$ cat config.mk
export PLATFORM = sky130hd
export DESIGN_NAME = autocycle_sequencer
export DESIGN_NICKNAME = d
export VERILOG_FILES = /design/src/rtl/acs_pkg.sv /design/src/rtl/acs_tick_div.sv /design/src/rtl/acs_interval_ctr.sv /design/src/rtl/acs_chan_pick.sv /design/src/rtl/autocycle_sequencer.sv
export SDC_FILE = /design/constraint.sdc
export NUM_CORES = 1
export LEC_CHECK = 0
export ABC_CLOCK_PERIOD_IN_PS = 4900
export BUFFER_PORTS_ARGS = -buffer_cell sky130_fd_sc_hd__buf_4
export CAP_MARGIN = 20
export CELL_PAD_IN_SITES_DETAIL_PLACEMENT = 1
export CELL_PAD_IN_SITES_GLOBAL_PLACEMENT = 1
export CORE_MARGIN = 2
export CORE_UTILIZATION = 43
export DETAILED_ROUTE_END_ITERATION = 10
export GPL_TIMING_DRIVEN = 0
export PLACE_DENSITY_LB_ADDON = 0.25
export SYNTH_ARGS = -nofsm -noshare
export SYNTH_HDL_FRONTEND = slang
export SYNTH_HIERARCHICAL = 1
export SYNTH_SLANG_ARGS = --single-unit
$ cat constraint.sdc
create_clock -name clk -period 4.9 [get_ports clk]
set_input_delay 0 -clock clk [delete_from_list [all_inputs] [get_ports clk]]
set_output_delay 0 -clock clk [all_outputs]
set_load 0.005 [all_outputs]
$ cat src/rtl/acs_pkg.sv
// Shared types for the autocycle sequencer.
// Assumes: the configuration word is exactly four bits wide.
package acs_pkg;
    typedef struct packed {
        logic       cmd;      // command mode select, must be 0 to sequence
        logic       auto_en;  // autocycle enable
        logic [1:0] ivl;      // interval code: multiple = 2**ivl
    } acs_cfg_t;

    localparam int CFG_W = $bits(acs_cfg_t);
    localparam logic [1:0] IVL_RESET = 2'b11;
endpackage

$ cat src/rtl/acs_tick_div.sv
// Prescaler that divides the clock down to the base-time tick.
// Emits tick for one cycle when the count reaches BASE_CYCLES-1 while running.
// Assumes: clr has priority over run; BASE_CYCLES >= 2.
module acs_tick_div #(
    parameter int BASE_CYCLES = 100,
    localparam int CW = (BASE_CYCLES > 1) ? $clog2(BASE_CYCLES) : 1
) (
    input  logic clk,
    input  logic rst_n,
    input  logic clr,
    input  logic run,
    output logic tick
);
    localparam logic [CW-1:0] LAST = CW'(BASE_CYCLES - 1);

    logic [CW-1:0] cnt;

    // Base tick fires on the last count of a running period.
    assign tick = run && !clr && (cnt == LAST);

    // Count base cycles, clearing on restart and freezing when not running.
    always_ff @(posedge clk) begin
        if (!rst_n || clr) begin
            cnt <= '0;
        end else if (run) begin
            cnt <= tick ? '0 : cnt + 1'b1;
        end
    end

    a_r6_hold_stable: assert property (@(posedge clk) disable iff (!rst_n)
        (!run && !clr) |=> $stable(cnt));
    a_r5_div_clear: assert property (@(posedge clk) disable iff (!rst_n)
        clr |=> (cnt == '0));
endmodule

$ cat src/rtl/acs_interval_ctr.sv
// Counts base ticks and flags the end of each interval.
// Interval length in ticks is 1, 2, 4 or 8 according to the 2-bit code.
// Assumes: the code changes only together with clr.
module acs_interval_ctr (
    input  logic       clk,
    input  logic       rst_n,
    input  logic       clr,
    input  logic       tick,
    input  logic [1:0] ivl,
    output logic       expire
);
    logic [2:0] icnt;
    logic [2:0] lim;

    // Decode the interval code into the last tick index of an interval.
    always_comb begin
        case (ivl)
            2'b00:   lim = 3'd0;
            2'b01:   lim = 3'd1;
            2'b10:   lim = 3'd3;
            default: lim = 3'd7;
        endcase
    end

    // The interval ends on the tick that reaches the last index.
    assign expire = tick && (icnt == lim);

    // Advance on each tick and wrap at the end of the interval.
    always_ff @(posedge clk) begin
        if (!rst_n || clr) begin
            icnt <= '0;
        end else if (tick) begin
            icnt <= expire ? 3'd0 : icnt + 3'd1;
        end
    end

    a_r5_interval_clear: assert property (@(posedge clk) disable iff (!rst_n)
        clr |=> (icnt == 3'd0));
    a_r2_no_tick_no_move: assert property (@(posedge clk) disable iff (!rst_n)
        (!tick && !clr) |=> $stable(icnt));
endmodule

$ cat src/rtl/acs_chan_pick.sv
// Chooses the channel for the next start from the enable mask.
// Without the fresh flag it takes the next enabled channel above last and
// wraps to the lowest. With the fresh flag it takes the lowest enabled channel.
// Assumes: valid is low only for an all-zero mask.
module acs_chan_pick #(
    parameter int NUM_CH = 8,
    localparam int CH_W = (NUM_CH > 1) ? $clog2(NUM_CH) : 1
) (
    input  logic [NUM_CH-1:0] mask,
    input  logic [CH_W-1:0]   last,
    input  logic              fresh,
    output logic [CH_W-1:0]   pick,
    output logic              valid
);
    logic [CH_W-1:0] low_idx;
    logic [CH_W-1:0] up_idx;
    logic            low_ok;
    logic            up_ok;

    // Priority scans for the lowest enabled channel and the lowest one above last.
    always_comb begin
        low_idx = '0;
        low_ok  = 1'b0;
        up_idx  = '0;
        up_ok   = 1'b0;
        for (int i = NUM_CH - 1; i >= 0; i--) begin
            if (mask[i]) begin
                low_idx = CH_W'(i);
                low_ok  = 1'b1;
                if (i > int'(last)) begin
                    up_idx = CH_W'(i);
                    up_ok  = 1'b1;
                end
            end
        end
    end

    assign pick  = (!fresh && up_ok) ? up_idx : low_idx;
    assign valid = low_ok;
endmodule

$ cat src/rtl/autocycle_sequencer.sv
// Top of the masked channel autocycle sequencer.
// Holds the mask and configuration registers, runs the interval timer and
// issues one start per expired interval when no conversion is outstanding.
// Assumes: conv_done only arrives while a conversion is outstanding;
// limit_wr is a single-cycle strobe; BASE_CYCLES >= 2.
module autocycle_sequencer
    import acs_pkg::*;
#(
    parameter int NUM_CH      = 8,
    parameter int BASE_CYCLES = 100,
    localparam int CH_W = (NUM_CH > 1) ? $clog2(NUM_CH) : 1
) (
    input  logic              clk,
    input  logic              rst_n,
    input  logic              mask_wr,
    input  logic [NUM_CH-1:0] mask_wdata,
    input  logic              cfg_wr,
    input  logic [CFG_W-1:0]  cfg_wdata,
    input  logic              limit_wr,
    input  logic              conv_done,
    output logic              conv_start,
    output logic [CH_W-1:0]   conv_ch
);
    logic [NUM_CH-1:0] mask_q;
    acs_cfg_t          cfg_q;
    logic              busy_q;
    logic              fresh_q;
    logic [CH_W-1:0]   last_q;

    logic              active;
    logic              restart;
    logic              run;
    logic              tick;
    logic              expire;
    logic              fire;
    logic [CH_W-1:0]   pick_ch;
    logic              pick_ok;

    // Sequencing condition and the timer control derived from it.
    assign active  = cfg_q.auto_en && !cfg_q.cmd && (|mask_q);
    assign restart = !active || mask_wr || cfg_wr;
    assign run     = active && !mask_wr && !cfg_wr && !limit_wr;
    assign fire    = expire && !restart && !busy_q && pick_ok;

    acs_tick_div #(
        .BASE_CYCLES(BASE_CYCLES)
    ) u_div (
        .clk  (clk),
        .rst_n(rst_n),
        .clr  (restart),
        .run  (run),
        .tick (tick)
    );

    acs_interval_ctr u_ivl (
        .clk   (clk),
        .rst_n (rst_n),
        .clr   (restart),
        .tick  (tick),
        .ivl   (cfg_q.ivl),
        .expire(expire)
    );

    acs_chan_pick #(
        .NUM_CH(NUM_CH)
    ) u_pick (
        .mask (mask_q),
        .last (last_q),
        .fresh(fresh_q),
        .pick (pick_ch),
        .valid(pick_ok)
    );

    // Software-visible mask and configuration registers.
    always_ff @(posedge clk) begin
        if (!rst_n) begin
            mask_q <= '0;
            cfg_q  <= '{cmd: 1'b0, auto_en: 1'b0, ivl: IVL_RESET};
        end else begin
            if (mask_wr) mask_q <= mask_wdata;
            if (cfg_wr)  cfg_q  <= acs_cfg_t'(cfg_wdata);
        end
    end

    // Start pulse, channel output and sequence position.
    always_ff @(posedge clk) begin
        if (!rst_n) begin
            conv_start <= 1'b0;
            conv_ch    <= '0;
            last_q     <= '0;
            fresh_q    <= 1'b1;
        end else begin
            conv_start <= fire;
            if (fire) begin
                conv_ch <= pick_ch;
                last_q  <= pick_ch;
            end
            if (restart)   fresh_q <= 1'b1;
            else if (fire) fresh_q <= 1'b0;
        end
    end

    // Outstanding-conversion flag, set by a start and cleared by done.
    always_ff @(posedge clk) begin
        if (!rst_n)         busy_q <= 1'b0;
        else if (fire)      busy_q <= 1'b1;
        else if (conv_done) busy_q <= 1'b0;
    end

    a_r7_single_pulse: assert property (@(posedge clk) disable iff (!rst_n)
        conv_start |=> !conv_start);
    a_r8_no_start_busy: assert property (@(posedge clk) disable iff (!rst_n)
        busy_q |=> !conv_start);
    a_r1_idle_no_start: assert property (@(posedge clk) disable iff (!rst_n)
        !active |=> !conv_start);
    a_r4_pick_enabled: assert property (@(posedge clk) disable iff (!rst_n)
        fire |-> mask_q[pick_ch]);
    a_r7_ch_held: assert property (@(posedge clk) disable iff (!rst_n)
        !conv_start |=> $stable(conv_ch) || conv_start);
endmodule

== Word-level counts from Yosys, hierarchy flattened ==
Index checks and enable logic that the tools add are counted.

* Register bits: 28
* Input bits: 18
* Logic and storage cells: 102
* Output and inout bits: 4

* Equal/unequal tests: 4
* Muxes and demuxes: 50
* Bitwise gates (word level): 1
* Order comparisons: 7
* Add/subtract/negate cells: 2
* Reduce and logical (&&, ||, !) cells: 28

{| class="wikitable"
|+ Operator list
! cell !! number
|-
| $mux W3 || 24
|-
| $mux W1 || 24
|-
| $gt A3 B3 Y1 const A || 4
|-
| $logic_and A1 B1 Y1 || 12
|-
| $logic_not A1 Y1 || 9
|-
| $pmux W3 S3 || 1
|-
| $reduce_or A8 Y1 || 1
|-
| $add A7 B1 Y7 const B || 1
|-
| $eq A7 B7 Y1 const B || 1
|-
| $mux W7 || 1
|-
| $gt A2 B3 Y1 const A || 2
|-
| $add A3 B1 Y3 const B || 1
|-
| $eq A3 B3 Y1 || 1
|-
| $gt A1 B3 Y1 const A || 1
|-
| $logic_or A1 B1 Y1 || 3
|-
| $eq A2 B1 Y1 const B || 1
|-
| $eq A2 B2 Y1 const B || 1
|-
| $logic_not A2 Y1 || 1
|-
| $reduce_bool A2 Y1 || 1
|-
| $reduce_or A2 Y1 || 1
|-
| $not A1 Y1 || 1
|}

== Depth between registers and ports, before layout ==
Gate-level depths: netlist of the first run.

* Depth in word-level cells: 17
* Depth in mapped cells: 13

== Modules after synthesis ==
Netlist of the first run, hierarchy kept.

{| class="wikitable"
|+ By module, submodules not included
! module !! instances !! area an instance (um2) !! cells an instance
|-
| autocycle_sequencer || 1 || 699.4 || 67
|-
| acs_tick_div || 1 || 331.6 || 35
|-
| acs_chan_pick || 1 || 285.3 || 42
|-
| acs_interval_ctr || 1 || 200.2 || 20
|}

== Worst setup path before layout of the first run ==
No wires, ideal clock.

* Path kind: register to register
* From: reg cfg_q[3] (netlist bit)
* To: reg last_q[0]
* Buffers on the path: 0
* Cell stages (with the launch flop): 13
* Period minus slack after synthesis: 3766 ps
* Library setup time: 72 ps
* Arrival: 3694 ps
* Slack: 1134 ps
* Path through: dfxtp_1 > or4b_4 > a21o_2 > nor2_1 > nand2_1 > or4_1 > nor2_1 > or3b_4 > a2111oi_4 > or2_1 > nand3b_1 > a211oi_4 > mux2i_1

* Word-level cells in the longest chain between the ends: 13
* Elaborated cells between the ends (all ways): 16

{| class="wikitable"
|+ RTL lines
! what !! RTL line !! source
|-
| start: declaration || autocycle_sequencer.sv:25 || <nowiki>acs_cfg_t cfg_q;</nowiki>
|-
| start signal: assignment || autocycle_sequencer.sv:78 || <nowiki>cfg_q <= '{cmd: 1'b0, auto_en: 1'b0, ivl: IVL_RESET};</nowiki>
|-
| start signal: assignment || autocycle_sequencer.sv:81 || <nowiki>if (cfg_wr) cfg_q <= acs_cfg_t'(cfg_wdata);</nowiki>
|-
| $logic_not A1 Y1 || autocycle_sequencer.sv:40 || <nowiki>assign active = cfg_q.auto_en && !cfg_q.cmd && (|mask_q);</nowiki>
|-
| $logic_and A1 B1 Y1 (2 in series) || autocycle_sequencer.sv:40 ||
|-
| $logic_not A1 Y1 || autocycle_sequencer.sv:41 || <nowiki>assign restart = !active || mask_wr || cfg_wr;</nowiki>
|-
| $logic_or A1 B1 Y1 (2 in series) || autocycle_sequencer.sv:41 ||
|-
| named net restart || autocycle_sequencer.sv:31 || <nowiki>logic restart;</nowiki>
|-
| $logic_not A1 Y1 || acs_tick_div.sv:19 || <nowiki>assign tick = run && !clr && (cnt == LAST);</nowiki>
|-
| $logic_and A1 B1 Y1 (2 in series) || acs_tick_div.sv:19 ||
|-
| named net tick || autocycle_sequencer.sv:33 || <nowiki>logic tick;</nowiki>
|-
| $logic_and A1 B1 Y1 || acs_interval_ctr.sv:26 || <nowiki>assign expire = tick && (icnt == lim);</nowiki>
|-
| named net expire || autocycle_sequencer.sv:34 || <nowiki>logic expire;</nowiki>
|-
| $logic_and A1 B1 Y1 (3 in series) || autocycle_sequencer.sv:43 || <nowiki>assign fire = expire && !restart && !busy_q && pick_ok;</nowiki>
|-
| end signal: assignment || autocycle_sequencer.sv:96 || <nowiki>last_q <= pick_ch;</nowiki>
|-
| end: declaration || autocycle_sequencer.sv:28 || <nowiki>logic [CH_W-1:0] last_q;</nowiki>
|}

The timed path passes the listed nets, and every way through them passes these cells.
A chain may end at the register's enable or synchronous reset.

== Final worst setup path of the first run ==
Ends and elaborated chain as after synthesis.

==> results.toml, run 1 <==
[critical_path]
criticalPathCategory = "reg -> reg"
rr_endpoint = "last_q[0]$_SDFFE_PN0P_"
critPathLaunchType = "flip-flop"
cp.arrival_ns = 4.53
r2r_cells = 12
r2r_start = "cfg_q[3]$_SDFFE_PN0P_"
crit_chain = "or4b_4 -> a21o_2 -> nor2_1 -> nand2_1 -> or4_1 -> nor2_1 -> or3b_4 -> a2111oi_4 -> or2_1 -> nand3b_1 -> a211oi_4 -> mux2i_1"
crit_slowest_cell = "or4b_4"
cp_num_buf_inv = 0
cp.required_ns = 5.18
critical_path.top_delay_family = "simple AND/OR/NAND/NOR gates"
cp_max_fo = 6
crit_top_cell = "nor2_1"
ff2ff_setup_slack_ns = 0.65
cp.depth = 12
max_stage_delay_ns = 0.51
critPathCaptureType = "flip-flop"

[power_and_ir_drop]
leakagePower_nw = 0.7315
powerDensity_nw_per_um2 = 239.4
finalPower_uw = 471.5
worst_ir_drop_vdd_v = 0.0001351

[cts]
htree_num_levels = 1
cts_resized = 0
cts_tree = "done"
clk_pin_slew_ns = 0.16
cts.sinks = 28
cts_made_buffers = 3
worstSkewPairLatency_ns = 0.33
cts_buffer_depth = 2
clockRootBuffer = "clkbuf_4"

[yosys]
synth_cell_type_count = 44
ys_seq_area_frac = 0.3696
ys_seq_elements = 28
synth_cells = 164
synth.avg_cell_area_um2 = 9.247
synthArstFlopShare = 0
syn_area_um2 = 1516
synth_edf_count = 0
ys.flop_type = "dfxtp_1"
synth_nets = 184
yosysWarnings = 6

[place]
port_buffers = 19
dpl.cell_count = 229
gp_congestion = 0.7525
placed_area_um2 = 1717
place_ws_ns = 0.6585
hpwl_um = 2814

[sta]
holdWs_ns = 0.01109
maxSlewViolCount = 0
final.setup_skew_ns = 0.006785
period_share = 0.8673
hold_viol_final = 0
setup_slack_ns = 0.6502
worst_slew_margin_rel = 0.5618
tns_ns = 0
rsz0062_at_grt = "no"
period_needed_ns = 4.250
max_freq_ghz = 0.2353
worstMarginPinSlew_ns = 0.6513
setup_violations = 0

[layout]
drive_gt1_frac = 0.1932
final_cells = 253
insertedDiodeCount = 0
post-route-cell-area_um2 = 1969
fin_util = 0.5856
nets = 228
syn2layout_area_growth_pct = 29.87

[routing]
dr_total_vias = 1416
final_antenna_net_count = 0
drt_iter0_markers = 53
wl_per_cell_um = 17.19
dr.pass1.iters = 5
drc = 0
viasPerCell = 5.597
wl_um = 4350

[grt]
grt_pass1_vias = 1572
track_usage = 0.2343
grt_max_degree = 17
overflow = 0
antenna_found_initial = 0
grt_pass1_wl_um = 7383

[floorplanning]
rows = 21
initial_core_util = 0.4509
fp.coreArea_um2 = 3363
ios = 22
dieWidth_um = 63.39
die_area_um2 = 4018
die_h_um = 63.39

[worst_hold_path]
worstHoldStart = "mask_wr"
min_to = "mask_q[2]$_SDFFE_PN0P_"
holdCritPathClass = "in -> reg"
worstHoldPathCells = 3

[run]
max_cap_violations = 0

[run_status]
status = "completed"
==> cell usage in the layout, fill, tap and decap left out, types with 2 or more instances in the layout <==
cell type	n
o21bai_2	2
o31ai_1	2
dfxtp_1	28
nor3_1	3
dlygate4sd3_1	20
nand2b_1	2
buf_4	19
nor4_1	6
inv_1	3
nand3b_1	2
nor2b_1	6
clkbuf_1	2
a21oi_2	2
buf_6	2
or3_1	3
mux2i_1	19
a21oi_1	5
nand4_1	3
nand2_1	18
o21ai_0	2
clkbuf_4	3
o21bai_1	2
nor2_1	18
a21boi_1	2
ha_1	2
o21a_1	2
xor2_1	5
nand3_1	4
==> power breakdown <==
group,total [mW],internal [mW],switching [mW]
registers,0.243,0.234,0.00927
clock network,0.152,0.0827,0.0691
logic,0.0767,0.0423,0.0345
total,0.472,0.359,0.113
==> per-layer routing <==
| metal | part of all wire | up-vias | track usage |
|---|---|---|---|
| li1 | - | 680 | - |
| met1 | 0.42 | 681 | 0.2602 |
| met2 | 0.52 | 43 | 0.4434 |
| met5 | 0 | - | 0 |
| met3 | 0.029 | 12 | 0.02679 |
| met4 | 0.031 | 0 | 0.1005 |
==> synth_stat cells (all sizes together) (2+ instances only) <==
cell type | n | share of area
a21boi | 2 | 0.0099
a21oi | 7 | 0.028
buf | 3 | 0.018
clkbuf | 2 | 0.0050
dfxtp | 28 | 0.37
ha | 2 | 0.016
inv | 4 | 0.0099
mux2i | 19 | 0.13
nand2 | 18 | 0.045
nand2b | 2 | 0.0082
nand3 | 4 | 0.013
nand3b | 2 | 0.0099
nand4 | 3 | 0.012
nor2 | 18 | 0.045
nor2b | 6 | 0.025
nor3 | 3 | 0.0099
nor4 | 6 | 0.025
o21a | 2 | 0.0099
o21ai | 3 | 0.012
o21bai | 4 | 0.025
o31ai | 2 | 0.0099
or3 | 3 | 0.012
xor2 | 5 | 0.029
==> cell families after synthesis <==
logic type | Yosys count | synth area share
compound gates | 30 | 0.1832
xor+xnor | 6 | 0.03465
fa+ha+maj | 2 | 0.01650
buf+inv | 9 | 0.03300
flops | 28 | 0.3696
mux | 19 | 0.1254
simple gates | 70 | 0.2376
==> final cells by class <==
class	instances	area, µm²
clock buffer	3	22.52
fill	397	1394
tap	46	57.56
clock inverter	1	30.03
multi-input combinational	127	905.9
sequential	28	560.5
timing repair buffer	39	342.8
buffer	5	35.03
inverter	4	15.01
==> repair_timing <==
item / CTS / global route
hold buffers: 20 / 0
setup buffers: 0 / 0
endpoints found under the hold margin: 16 / 0
==> tightest hold or removal path, cell delays in order <==
cell,delay [ns]
buf_6,0.13
mux2i_1,0.09
nor2_1,0.09
==> sequential cells by signal (all words and copies together), names as in the netlist <==
| signal | count |
|---|---|
| mask_q | 8 |
| u_ivl/icnt | 3 |
| fresh_q | 1 |
| busy_q | 1 |
| last_q | 3 |
| u_div/cnt | 7 |
| conv_start | 1 |
| cfg_q | 4 |
==> worst max-delay path by stage <==
stage	from	slack, ns	to
after floorplan	cfg_q[3]$_SDFFE_PN0P_	1.13	last_q[0]$_SDFFE_PN0P_
after global placement	cfg_q[3]$_SDFFE_PN0P_	0.85	last_q[0]$_SDFFE_PN0P_
after detailed placement	cfg_q[3]$_SDFFE_PN0P_	0.66	last_q[0]$_SDFFE_PN0P_
after CTS	cfg_q[3]$_SDFFE_PN0P_	0.60	last_q[0]$_SDFFE_PN0P_
after global routing	cfg_q[3]$_SDFFE_PN0P_	0.35	last_q[0]$_SDFFE_PN0P_
final	cfg_q[3]$_SDFFE_PN0P_	0.65	last_q[0]$_SDFFE_PN0P_
No activity file was read; power rests on OpenSTA's default activity.
==> run 2, diff against run 1 <==
BUFFER_PORTS_ARGS = -buffer_cell sky130_fd_sc_hd__buf_2   (was -buffer_cell sky130_fd_sc_hd__buf_4)
CORE_UTILIZATION = 45   (was 43)
CTS_BUF_LIST = sky130_fd_sc_hd__clkbuf_4   (was unset)
==> run 2 against run 1 <==
  * Critical path depth did not move
  * First-iteration DRC count down 1.9%
  * Clock skew down 0.0012 ns
  * Sequential cell count is the same
  * Hold slack better by 0.016 ns
  * Fmax up 0.47%
  * Highest routed layer unchanged
==> results.toml, run 2 (synthesis gave the netlist of run 1 again) <==
[layout]
final_cells = 253
drive_gt1_frac = 0.1932
final_cell_mix = "28 x dfxtp_1, 20 x buf_2, 20 x dlygate4sd3_1, 19 x mux2i_1"
fillers = 394
insertedDiodeCount = 0
post-route-cell-area_um2 = 1922
syn2layout_area_growth_pct = 26.73
largest_reg_flops = 8
top_register = "mask_q"
final_common_cell = "dfxtp_1"
nets = 228
top_regs = "mask_q x8, u_div/cnt x7, cfg_q x4"

[cts]
clk_pin_slew_ns = 0.16
worstSkewPairLatency_ns = 0.33
cts_resized = 0
clockRootBuffer = "clkbuf_4"
cts_buffer_depth = 2
cts_made_buffers = 3
htree_num_levels = 1
cts.sinks = 28
cts_tree = "done"

[routing]
viasPerCell = 5.411
drc = 0
wl_um = 4061
wl_per_cell_um = 16.05
drt_iter0_markers = 52
final_antenna_net_count = 0
dr_total_vias = 1369
dr.pass1.iters = 4

[critical_path]
critPathLaunchType = "flip-flop"
criticalPathCategory = "reg -> reg"
crit_slowest_cell = "or4_1"
cp.arrival_ns = 4.50
max_stage_delay_ns = 0.50
cp_max_fo = 6
cp_num_buf_inv = 0
crit_top_cell = "nor2_1"
critical_path.top_delay_family = "simple AND/OR/NAND/NOR gates"
ff2ff_setup_slack_ns = 0.67
cp.required_ns = 5.17
critPathCaptureType = "flip-flop"
crit_chain = "or4b_4 -> a21o_2 -> nor2_1 -> nand2_1 -> or4_1 -> nor2_1 -> or3b_4 -> a2111oi_4 -> or2_1 -> nand3b_1 -> a211oi_4 -> mux2i_1"

[power_and_ir_drop]
powerDensity_nw_per_um2 = 245.0
finalPower_uw = 470.9
worst_ir_drop_vdd_v = 0.0001313
leakagePower_nw = 0.7190

[place]
dpl.cell_count = 229
gp_congestion = 0.7766
hpwl_um = 2840
port_buffers = 19
placed_area_um2 = 1669

[grt]
grt_util_met2 = 0.4271
track_usage = 0.2338
grt_max_degree = 17
overflow = 0
grt_pass1_wl_um = 6617
grt_use_met3 = 0.01863
grt_pass1_vias = 1433
grt_busiest_layer = "met2"
grt_use_met1 = 0.2911
antenna_found_initial = 0

[floorplanning]
initial_core_util = 0.4617
die_h_um = 62.05
ios = 22
rows = 21
dieWidth_um = 62.05
fp.coreArea_um2 = 3284
die_area_um2 = 3850

[sta]
worst_slew_margin_rel = 0.5729
period_share = 0.8632
setup_violations = 0
worstMarginPinSlew_ns = 0.6348
maxSlewViolCount = 0
final.setup_skew_ns = 0.005551
max_freq_ghz = 0.2364
hold_viol_final = 0
tns_ns = 0
period_needed_ns = 4.230
rsz0062_at_grt = "no"

[run_status]
status = "completed"

[worst_hold_path]
holdCritPathClass = "in -> reg"

[run]
max_cap_violations = 0
[run 2: cell counts in the layout (fill, tap and decap cells not counted)]
Identical to the previous run, type by type.
[run 2: area by class of cell]
cell class | count | area, µm² | share of cell area
clock buffers | 3 | 22.52 | 0.01172
repair buffers | 39 | 295.3 | 0.1536
multi-input cells | 127 | 905.9 | 0.4714
inverters | 4 | 15.01 | 0.007813
plain buffers | 5 | 35.03 | 0.01823
clock inverters | 1 | 30.03 | 0.01563
well taps | 46 | 57.56 | 0.02995
flip-flops and latches | 28 | 560.5 | 0.2917
[run 2: report_power, final]
part / total [mW] / switching [mW] / internal [mW]
combinational: 0.0723 / 0.0333 / 0.0390
sequential: 0.243 / 0.00884 / 0.234
clock: 0.156 / 0.0733 / 0.0827
total: 0.471 / 0.115 / 0.355
[run 2: worst paths after layout]
check                                             from  cells after the start                     end
worst max-delay path             cfg_q[2]$_SDFFE_PN0P_                     12  last_q[1]$_SDFFE_PN0P_
worst min-delay path                            cfg_wr                      3   cfg_q[1]$_SDFFE_PN1P_
worst max register to register   cfg_q[2]$_SDFFE_PN0P_                     12  last_q[1]$_SDFFE_PN0P_
worst min register to register  last_q[1]$_SDFFE_PN0P_                      2  last_q[1]$_SDFFE_PN0P_
[run 2: metal layers]
layer | wire, µm | share of wire
met5 | 0 | 0
met4 | 42 | 0.010
met3 | 109 | 0.027
met2 | 2099 | 0.52
met1 | 1811 | 0.45
[run 2: repair_timing]
| action | 4_1_cts | 5_1_grt |
|---|---|---|
| hold endpoints to repair | 16 | 0 |
| buffers inserted | 0 | 0 |
| hold buffers | 20 | 0 |
[run 2: worst min-delay path, stage by stage]
cell and delay (ns):
buf_2 0.19, mux2i_1 0.10, nand2_1 0.06
[run 2: stage by stage]
stage	setup slack (ns)	hold slack [ns]	util
6_report	0.6701	0.02742	0.5851
5_1_grt	0.5172	0.01794	0.5851
4_1_cts	0.6679	0.009684	0.5851
3_5_place_dp	0.7096	0.2405	0.5082
3_3_place_gp	0.8310	0.2186	0.5082
2_1_floorplan	1.134	0.1285	-
==> run 3, diff against run 2 <==
CORE_UTILIZATION = 34   (was 45)
==> run 3 against run 2 <==
  * Non-clock buffer count is 2 higher
  * Register-to-register slack worse by 0.07 ns
  * First-iteration DRC count is 1.9% higher
  * Sequential cell count stayed put
  * Die area grew 30%
  * Clock skew increased by 0.012 ns
  * Critical path depth did not move
  * Final cell count up 3.2%
  * Fmax shrank 1.7%
  * Highest routed layer unchanged
==> results.toml, run 3 (synthesis gave the netlist of run 1 again) <==
[critical_path]
ff2ff_setup_slack_ns = 0.60
r2r_start = "cfg_q[3]$_SDFFE_PN0P_"
crit_slowest_cell = "or4_1"
critPathLaunch = "cfg_q[3]$_SDFFE_PN0P_"
critPathLaunchType = "flip-flop"
r2r_cells = 12
cp.arrival_ns = 4.59
crit_top_cell = "nor2_1"
critPathCaptureType = "flip-flop"
cp-endpoint = "last_q[0]$_SDFFE_PN0P_"
cp.required_ns = 5.19
rr_endpoint = "last_q[0]$_SDFFE_PN0P_"
crit_chain = "or4b_4 -> a21o_2 -> nor2_1 -> nand2_1 -> or4_1 -> nor2_1 -> or3b_4 -> a2111oi_4 -> or2_1 -> nand3b_1 -> a211oi_4 -> mux2i_1"
cp_max_fo = 6
criticalPathCategory = "reg -> reg"
max_stage_delay_ns = 0.51

[sta]
final.setup_skew_ns = 0.01735
tns_ns = 0
holdWs_ns = 0.01380
rsz0062_at_grt = "no"
worstMarginPinSlew_ns = 0.6968
worst_slew_margin_rel = 0.5312
period_needed_ns = 4.301
maxSlewViolCount = 0
period_share = 0.8777
setup_slack_ns = 0.5991
hold_viol_final = 0
setup_violations = 0
max_freq_ghz = 0.2325

[floorplanning]
fp.coreArea_um2 = 4324
rows = 24
initial_core_util = 0.3507
ios = 22
die_h_um = 70.79
die_area_um2 = 5011
dieWidth_um = 70.79

[routing]
viasPerCell = 5.314
drt_iter0_markers = 53
drc = 0
wl_per_cell_um = 15.49
final_antenna_net_count = 0
dr.pass1.iters = 4
wl_um = 4042
dr_total_vias = 1387

[layout]
drive_gt1_frac = 0.1914
post-route-cell-area_um2 = 1949
multiInputGateArea_um2 = 905.9
final_common_cell = "dfxtp_1"
syn2layout_area_growth_pct = 28.55
final_cells = 261
top_regs = "mask_q x8, u_div/cnt x7, cfg_q x4"
insertedDiodeCount = 0
largest_reg_flops = 8
seq_area_um2 = 560.5
fin_util = 0.4508
top_register = "mask_q"
final_cell_mix = "28 x dfxtp_1, 22 x dlygate4sd3_1, 20 x buf_2, 19 x mux2i_1"
nets = 230
fillers = 515

[cts]
clk_pin_slew_ns = 0.17
cts_buffer_depth = 2
cts_resized = 0
worstSkewPairLatency_ns = 0.34
clockRootBuffer = "clkbuf_4"
cts_tree = "done"
htree_num_levels = 1
cts_made_buffers = 3
cts.sinks = 28

[run_status]
status = "completed"

[grt]
grt_max_degree = 17
antenna_found_initial = 0
grt_pass1_vias = 1464
track_usage = 0.1713
grt_pass1_wl_um = 6893
overflow = 0

[place]
placed_area_um2 = 1677
gp_congestion = 0.8634
port_buffers = 19
place_ws_ns = 0.6167
hpwl_um = 2884
dpl.cell_count = 235

[worst_hold_path]
holdCritPathClass = "in -> reg"
worstHoldPathCells = 3

[power_and_ir_drop]
finalPower_uw = 473.5
worst_ir_drop_vdd_v = 0.0001259
powerDensity_nw_per_um2 = 242.9
leakagePower_nw = 0.7255

[run]
max_cap_violations = 0
-- run 3: cell count changes in the layout (fill, tap and decap cells not counted), sizes merged --
cell	before	now
dlygate4sd3	20	22
-- run 3: how the worst min path moves through the flow --
stage / startpoint / to
after floorplan: cfg_wdata[0] / cfg_q[0]$_SDFFE_PN1P_
after global placement: cfg_wdata[0] / cfg_q[0]$_SDFFE_PN1P_
after detailed placement: cfg_wdata[1] / cfg_q[1]$_SDFFE_PN1P_
after CTS: cfg_wr / cfg_q[1]$_SDFFE_PN1P_
after global routing: cfg_wr / cfg_q[1]$_SDFFE_PN1P_
final: cfg_wr / cfg_q[1]$_SDFFE_PN1P_
-- run 3: critical path, delay by kind of cell (launching register included) --
kind	cells	cell delay (ns)
muxes	1	0.25
AOI/OAI and AO/OA	3	1.00
and+or+nand+nor	8	2.65
DFF	1	0.35
-- run 3: area by class of cell --
type / instances / area share
Timing Repair Buffer: 41 / 0.1617
Clock inverter: 1 / 0.01540
Multi-Input combinational cell: 127 / 0.4647
Sequential cell: 28 / 0.2875
Clock buffer: 3 / 0.01155
Inverter: 4 / 0.007702
Tap cell: 52 / 0.03338
Buffer: 5 / 0.01797
-- run 3: repair_timing --
item,in CTS,in global routing
buffers inserted,0,0
endpoints found under the setup margin,0,0
hold buffers,22,0
endpoints found under the hold margin,16,0
-- run 3: power by group --
| group | internal [mW] | switching, mW |
|---|---|---|
| clock | 0.0828 | 0.0751 |
| combinational | 0.0405 | 0.0326 |
| sequential | 0.234 | 0.00883 |
| total | 0.357 | 0.117 |
-- run 3: layer usage --
layer | track usage | vias to the layer above | wire (µm)
li1 | - | 681 | -
met1 | 0.2096 | 689 | 1852
met2 | 0.3136 | 15 | 2077
met3 | 0.01994 | 2 | 87
met4 | 0.05031 | 0 | 24
met5 | 0 | - | 0
